**config.mk**
```make
export PLATFORM = sky130hd
export DESIGN_NAME = ledchain_tx
export DESIGN_NICKNAME = d
export VERILOG_FILES = /design/src/rtl/ledchain_pkg.sv /design/src/rtl/ledchain_halfclk.sv /design/src/rtl/ledchain_pktbuf.sv /design/src/rtl/ledchain_shreg.sv /design/src/rtl/ledchain_tx.sv
export SDC_FILE = /design/constraint.sdc
export NUM_CORES = 1
export LEC_CHECK = 0
export ABC_AREA = 1
export CORE_UTILIZATION = 45
export CTS_CLUSTER_DIAMETER = 150
export DETAILED_ROUTE_END_ITERATION = 10
export DONT_BUFFER_PORTS = 1
export PLACE_DENSITY = 0.63
export SLEW_MARGIN = 25
export SYNTH_ARGS = -nofsm -noshare
export SYNTH_HDL_FRONTEND = slang
export SYNTH_SLANG_ARGS = --single-unit
```
**constraint.sdc**
```tcl
create_clock -name clk -period 9.3 [get_ports clk]
set_input_delay 1.86 -clock clk [delete_from_list [all_inputs] [get_ports clk]]
set_output_delay 1.86 -clock clk [all_outputs]
set_load 0.02 [all_outputs]
```
**src/rtl/ledchain_pkg.sv**
```systemverilog
package ledchain_pkg;
  localparam int          PKT_BITS = 224;
  localparam int          CMD_BITS = 6;
  localparam logic [5:0]  WR_CMD   = 6'b100101;

  typedef enum logic [2:0] {
    S_IDLE,
    S_FILL,
    S_SHIFT,
    S_STALL,
    S_GAP,
    S_RECOV
  } tx_state_e;
endpackage

```
**src/rtl/ledchain_halfclk.sv**
```systemverilog
// Half-period tick generator: one tick every half_len cycles while run is high.
module ledchain_halfclk #(
  parameter int DIV_W = 8
) (
  input  logic             clk,
  input  logic             rst,
  input  logic             run,
  input  logic [DIV_W-1:0] half_len,
  output logic             tick
);
  logic [DIV_W-1:0] cnt;
  logic             at_end;

  assign at_end = (cnt == half_len - 1'b1);
  assign tick   = run && at_end;

  always_ff @(posedge clk) begin
    if (rst || !run) begin
      cnt <= '0;
    end else if (at_end) begin
      cnt <= '0;
    end else begin
      cnt <= cnt + 1'b1;
    end
  end
endmodule

```
**src/rtl/ledchain_pktbuf.sv**
```systemverilog
// One-entry packet holding buffer; stamps the write command into the top bits.
module ledchain_pktbuf
  import ledchain_pkg::*;
#(
  parameter int PKT_W = PKT_BITS
) (
  input  logic             clk,
  input  logic             rst,
  input  logic             want,
  input  logic             in_valid,
  output logic             in_ready,
  input  logic [PKT_W-1:0] in_data,
  input  logic             drain,
  output logic             full,
  output logic [PKT_W-1:0] out_data
);
  logic [CMD_BITS-1:0] unused_cmd_in;

  assign unused_cmd_in = in_data[PKT_W-1 -: CMD_BITS];
  assign in_ready      = want && !full;

  always_ff @(posedge clk) begin
    if (rst) begin
      full <= 1'b0;
    end else if (in_valid && in_ready) begin
      full <= 1'b1;
    end else if (drain) begin
      full <= 1'b0;
    end
  end

  // Data storage without reset so it maps onto plain registers or RAM.
  always_ff @(posedge clk) begin
    if (in_valid && in_ready) begin
      out_data <= {WR_CMD, in_data[PKT_W-CMD_BITS-1:0]};
    end
  end
endmodule

```
**src/rtl/ledchain_shreg.sv**
```systemverilog
// Output shift register with bit position counter.
module ledchain_shreg #(
  parameter int PKT_W  = 224,
  parameter int BCNT_W = $clog2(PKT_W)
) (
  input  logic             clk,
  input  logic             rst,
  input  logic             load,
  input  logic [PKT_W-1:0] load_data,
  input  logic             shift,
  input  logic             clr,
  output logic             msb,
  output logic             last_bit
);
  logic [PKT_W-1:0]  sr;
  logic [BCNT_W-1:0] bcnt;

  assign msb      = sr[PKT_W-1];
  assign last_bit = (bcnt == BCNT_W'(PKT_W - 1));

  always_ff @(posedge clk) begin
    if (rst || clr) begin
      sr   <= '0;
      bcnt <= '0;
    end else if (load) begin
      sr   <= load_data;
      bcnt <= '0;
    end else if (shift) begin
      sr   <= {sr[PKT_W-2:0], 1'b0};
      bcnt <= bcnt + 1'b1;
    end
  end
endmodule

```
**src/rtl/ledchain_tx.sv**
```systemverilog
module ledchain_tx
  import ledchain_pkg::*;
#(
  parameter int PKT_W     = PKT_BITS,
  parameter int CNT_W     = 4,
  parameter int DIV_W     = 8,
  parameter int GAP_BITS  = 9,
  parameter int RECOV_CYC = 134000
) (
  input  logic             clk,
  input  logic             rst,
  input  logic             start_i,
  output logic             ready_o,
  input  logic [CNT_W-1:0] dev_count_i,
  input  logic [DIV_W-1:0] half_div_i,
  input  logic [PKT_W-1:0] pkt_data_i,
  input  logic             pkt_valid_i,
  output logic             pkt_ready_o,
  output logic             sclk_o,
  output logic             sdat_o,
  output logic             stall_err_o
);
  localparam int BCNT_W = $clog2(PKT_W);
  localparam int GCNT_W = DIV_W + $clog2(2 * GAP_BITS + 1);
  localparam int RCNT_W = $clog2(RECOV_CYC + 1);

  tx_state_e         state;
  logic [DIV_W-1:0]  half_q;
  logic [CNT_W-1:0]  pkt_left;
  logic [CNT_W-1:0]  fetch_left;
  logic              sclk_q;
  logic              err_q;
  logic [GCNT_W-1:0] gcnt;
  logic [GCNT_W-1:0] gap_lim;
  logic [RCNT_W-1:0] rcnt;

  logic              go, tick, fall, last_bit;
  logic              buf_full, want, take;
  logic              load, shift, clr;
  logic [PKT_W-1:0]  buf_data;

  assign go      = start_i && (state == S_IDLE) && (dev_count_i != '0);
  assign gap_lim = GCNT_W'(half_q) * GCNT_W'(2 * GAP_BITS);
  assign want    = ((state == S_FILL) || (state == S_SHIFT) || (state == S_STALL))
                   && (fetch_left != '0);
  assign take    = pkt_valid_i && pkt_ready_o;
  assign fall    = (state == S_SHIFT) && tick && sclk_q;
  assign shift   = fall && !last_bit;
  assign clr     = fall && last_bit && (pkt_left == '0);
  assign load    = (((state == S_FILL) || (state == S_STALL)) && buf_full)
                   || (fall && last_bit && (pkt_left != '0) && buf_full);

  ledchain_halfclk #(.DIV_W(DIV_W)) halfclk_i (
    .clk      (clk),
    .rst      (rst),
    .run      (state == S_SHIFT),
    .half_len (half_q),
    .tick     (tick)
  );

  ledchain_pktbuf #(.PKT_W(PKT_W)) pktbuf_i (
    .clk      (clk),
    .rst      (rst),
    .want     (want),
    .in_valid (pkt_valid_i),
    .in_ready (pkt_ready_o),
    .in_data  (pkt_data_i),
    .drain    (load),
    .full     (buf_full),
    .out_data (buf_data)
  );

  ledchain_shreg #(.PKT_W(PKT_W), .BCNT_W(BCNT_W)) shreg_i (
    .clk       (clk),
    .rst       (rst),
    .load      (load),
    .load_data (buf_data),
    .shift     (shift),
    .clr       (clr),
    .msb       (sdat_o),
    .last_bit  (last_bit)
  );

  always_ff @(posedge clk) begin
    if (rst) begin
      state      <= S_IDLE;
      half_q     <= DIV_W'(2);
      pkt_left   <= '0;
      fetch_left <= '0;
      sclk_q     <= 1'b0;
      err_q      <= 1'b0;
      gcnt       <= '0;
      rcnt       <= '0;
    end else begin
      unique case (state)
        S_IDLE: begin
          if (go) begin
            half_q     <= (half_div_i < DIV_W'(2)) ? DIV_W'(2) : half_div_i;
            pkt_left   <= dev_count_i;
            fetch_left <= dev_count_i;
            err_q      <= 1'b0;
            state      <= S_FILL;
          end
        end
        S_FILL, S_STALL: begin
          if (buf_full) begin
            pkt_left <= pkt_left - 1'b1;
            state    <= S_SHIFT;
          end
        end
        S_SHIFT: begin
          if (tick) begin
            if (!sclk_q) begin
              sclk_q <= 1'b1;
            end else begin
              sclk_q <= 1'b0;
              if (last_bit) begin
                if (pkt_left == '0) begin
                  state <= S_GAP;
                  gcnt  <= '0;
                end else if (buf_full) begin
                  pkt_left <= pkt_left - 1'b1;
                end else begin
                  state <= S_STALL;
                  err_q <= 1'b1;
                end
              end
            end
          end
        end
        S_GAP: begin
          if (gcnt == gap_lim - 1'b1) begin
            state <= S_RECOV;
            rcnt  <= '0;
          end else begin
            gcnt <= gcnt + 1'b1;
          end
        end
        S_RECOV: begin
          if (rcnt == RCNT_W'(RECOV_CYC - 1)) begin
            state <= S_IDLE;
          end else begin
            rcnt <= rcnt + 1'b1;
          end
        end
        default: state <= S_IDLE;
      endcase
      if (take) begin
        fetch_left <= fetch_left - 1'b1;
      end
    end
  end

  assign ready_o     = (state == S_IDLE);
  assign sclk_o      = sclk_q;
  assign stall_err_o = err_q;
endmodule

```
==> impl.org <==
** Synth
- Main area contributors after synthesis :: edfxtp_1 30%, dfxtp_1 27%, nand2_1 14%, nor2_1 9.3%, nand3_1 6.9%
- Top-count cell post-synth :: nand2_1
- When the netlist entered floorplanning its net count stood at slightly below 3000.
- Share of synthesized area occupied by flip-flops and latches :: 0.565
- Yosys mapped a number of flops with a built-in enable equal to ~220.
- Of all flip-flops after synthesis, the portion carrying an async set or reset was 0.
- Cell Area, Synth :: ~22000 um^2
- Of all cell types, the one taking the most synthesized area is edfxtp_1.
- Post-synth top flop :: dfxtp_1
- Area share of the largest cell type after synthesis :: 0.298
- Yosys cell types :: 43
- After synthesis the netlist holds a flip-flop and latch count of ~510.
- For this run, the number of Yosys warnings is 0.
- The average instance in the mapped netlist occupies just over 8 um^2.
- Sorting the synthesized cells by how often they occur yields 847 x nand2_1, 542 x nor2_1, 303 x nand3_1.
- Synthesis produced 2686 cells.

** Layout
- Fill cells in the final layout number approximately 4500.
- After the flow finishes, the layout carries non-filler instances totaling approximately 3300.
- Area Growth Syn to Fin :: 9.42%
- Share of post-route cells with drive strength above 1 :: 0.0511
- The final layout contains between 2000 and 3000 nets.

** GRT
- Gr ovfl total :: 0
- For this run, global-route usage on met3 was measured as 0.0469.
- Maximum number of pins on one net before global-route repair :: around 230
- The layer flagged by global routing as most heavily used is met2.
- For this run, the total global-route usage over all layers was measured as 0.182.
- For met1 alone, demand over resource in global routing was 0.230.
- Global routing met2 resource utilization :: 0.302
- The via count of the first global-routing pass came to 15200.
- The first global-routing pass estimated approximately 75 mm of wire.
- The initial antenna violation count was 17.

** Clocking
- Clock Pin Slew Worst Setup and Hold Paths :: 60 ps
- Inserted Clock Buffers :: 54
- The H-tree was split into 2 levels.
- The clock passes through at most 3 buffers.
- Clock Sink Count :: about 510
- The number of gates resized after CTS was 0.
- Clock root cell :: clkbuf_16
- Hold bufs inserted after CTS :: 0
- TritonCTS built the clock tree.
- The clock reaches the later pin of the worst-skew pair after approximately 610 ps.
- In this run the post-CTS setup repair buffer count came out at 0.

** Setup path
- Among the stages of the critical path, the cell type that occurs most often is nand2_1.
- Capturing element type of the critical path :: flip-flop
- Crit Path Class :: flip-flop to flip-flop
- For this design, the slowest cell found on the critical path is inv_6.
- Element type at the critical path start :: flip-flop
- Ordered cell list for the critical path :: inv_2 > ha_1 > nand2_2 > nor2_2 > nand2_1 > xor2_1 > nand3_2 > nor3_2 > nand3_4 > buf_12 > inv_6 > buf_6 > nand2_1 > nand3_1 > nand2_1 > nor2_1
- For the worst setup path, the data arrival time is a little under 5000 ps.
- Peak fanout along the critical path :: ~130
- The largest single stage delay on the critical path is between 700 and 800 ps.
- Data on the critical path is required at its endpoint by between 9000 and 10000 ps.

** Routing
- First-pass DRT Iterations :: 5
- Post-Route WL :: between 40 and 50 mm
- DRC violation count after routing :: 0
- Drt first-iter violations :: 1187
- Detailed routing inserted a total of 16700 vias.
- Post-DRT Antenna Nets :: 0
- In the final routed layout, each cell accounts on average for approximately 14 um.
- Vias/cell :: just over 5

** Die
- I/O pin count :: around 250
- Die X-Extent :: approximately 220 um
- Cell Rows :: 80
- Starting utilization of the core area :: 0.458
- The die covers ~50000 um^2.
- Die height :: around 220 um
- The core region is 47900 um^2.

** Placed design
- Cell Count Post-Placement :: roughly 3200
- Setup WS pre-CTS :: around 4400 ps
- Detailed placement finished with a half-perimeter wire length of between 20 and 30 mm.
- Final Wtd Congestion :: ~0.85
- Buffers placed on the I/O ports in this run total 0.

** Timing
- Actual slew at the worst max-slew pin :: about 1400 ps
- Across the routed clock network, the largest skew measured is around 35 ps.
- Period Utilization, post-route :: 0.468
- Setup violations, final :: 0
- Slew headroom :: 0.0802
- The smallest clock period supported by the final layout is computed as between 4000 and 5000 ps.
- Final TNS setup :: 0 ps
- Highest achievable clock rate :: about 0.23 GHz
- The worst path meets setup with 4950 ps of slack.
- Final-report max-slew violation count :: 0
- Setup repair after global routing left no endpoint under its margin.
- Final hold violation count :: 0

** Power
- The worst-case IR drop observed on VDD is roughly 0.17 mV.
- The analysis attributes to cell leakage a power of between 9 and 10 nW.
- Power density cells :: approximately 230 nW/um^2

** Hold path
- The worst hold path belongs to the class flip-flop to flip-flop.

** Status
- Result of the run :: complete, no violations

** Flow run
- The tool flagged a number of max-cap violations equal to 0.
## worst max-delay path, delay by kind of cell, from the launching register on
| family | cells | cell delay (ps) |
|---|---|---|
| AND/OR/NAND/NOR | 10 | 1390 |
| XOR/XNOR | 1 | 190 |
| buffers and inverters | 4 | 1720 |
| flip-flops | 1 | 480 |
| adder cells (fa/ha/maj) | 1 | 270 |
## layout by cell type, fill, tap and decap left out, types with 7 or more instances in the layout
cell       count
nand2_1      847
nor2_1       542
nand3_1      302
dfxtp_1      293
edfxtp_1     218
inv_1         88
a21oi_1       68
clkbuf_16     54
xor2_1        39
o21ai_0       27
nor3_1        21
ha_1          17
clkinv_2      16
nand4_1       14
diode_2       11
or2_2         11
clkinv_1       8
inv_2          7
clkbuf_1       7
## cells by family after synthesis
kind of cell,after synthesis,share of synthesized area
buf+inv,233,0.0496
simple gates,1769,0.330
compound gates,110,0.0268
flops,511,0.565
xor+xnor,45,0.0180
fa+ha+maj,18,0.0106
## routing by layer
layer  wire length, um  vias to the layer above  share of wire
li1                  -                     8534              -
met4              1100                       14          0.024
met5                93                        -         0.0020
met1             20600                     7696           0.44
met2             21900                      326           0.47
met3              2670                       86          0.057
## final timing paths
kind / from / to / slack [ps] / cells past startpoint
setup / recovery: half_q[0]$_SDFFE_PP0P_ / shreg_i.sr[117]$_SDFFE_PP0P_ / 4950 / 16
hold / removal: shreg_i.sr[220]$_SDFFE_PP0P_ / shreg_i.sr[221]$_SDFFE_PP0P_ / 440 / 2
hold reg to reg: shreg_i.sr[220]$_SDFFE_PP0P_ / shreg_i.sr[221]$_SDFFE_PP0P_ / 440 / 2
setup reg to reg: half_q[0]$_SDFFE_PP0P_ / shreg_i.sr[117]$_SDFFE_PP0P_ / 4950 / 16
## through the flow
stage / power (mW) / utilization / hold slack [ps] / instance area [um^2]
after floorplan: 3.27 / - / 432 / 22000
after global placement: 3.39 / 0.462 / 445 / 22100
after detailed placement: 3.41 / 0.462 / 452 / 22200
after CTS: 5.57 / 0.500 / 435 / 24000
after global routing: 5.77 / 0.501 / 459 / 24000
final: 5.50 / 0.501 / 441 / 24000
## final cells by class
type / instances / area [um^2] / share of cell area
clock inverter: 37 / 362 / 0.0151
multi-input combinational: 1942 / 8490 / 0.353
sequential: 511 / 12400 / 0.517
tap: 615 / 769 / 0.0320
clock buffer: 65 / 1430 / 0.0596
timing repair buffer: 11 / 155 / 0.00646
antenna: 11 / 27.5 / 0.00115
inverter: 97 / 377 / 0.0157
## where the power goes
group          switching (mW)  internal [mW]
Sequential             0.0864           2.55
Clock                   0.897           1.24
Combinational           0.515          0.208
Total                    1.50           4.00
## flip-flops by register name, indices dropped and copies added, names as in the netlist
register           flops
pktbuf_i.full          1
rcnt                  18
sclk_o                 1
shreg_i.sr           224
pktbuf_i.out_data    218
half_q                 8
stall_err_o            1
state                  3
fetch_left             4
gcnt                  13
shreg_i.bcnt           8
pkt_left               4
halfclk_i.cnt          8
Note: power is estimated with default switching activity, not from simulation.
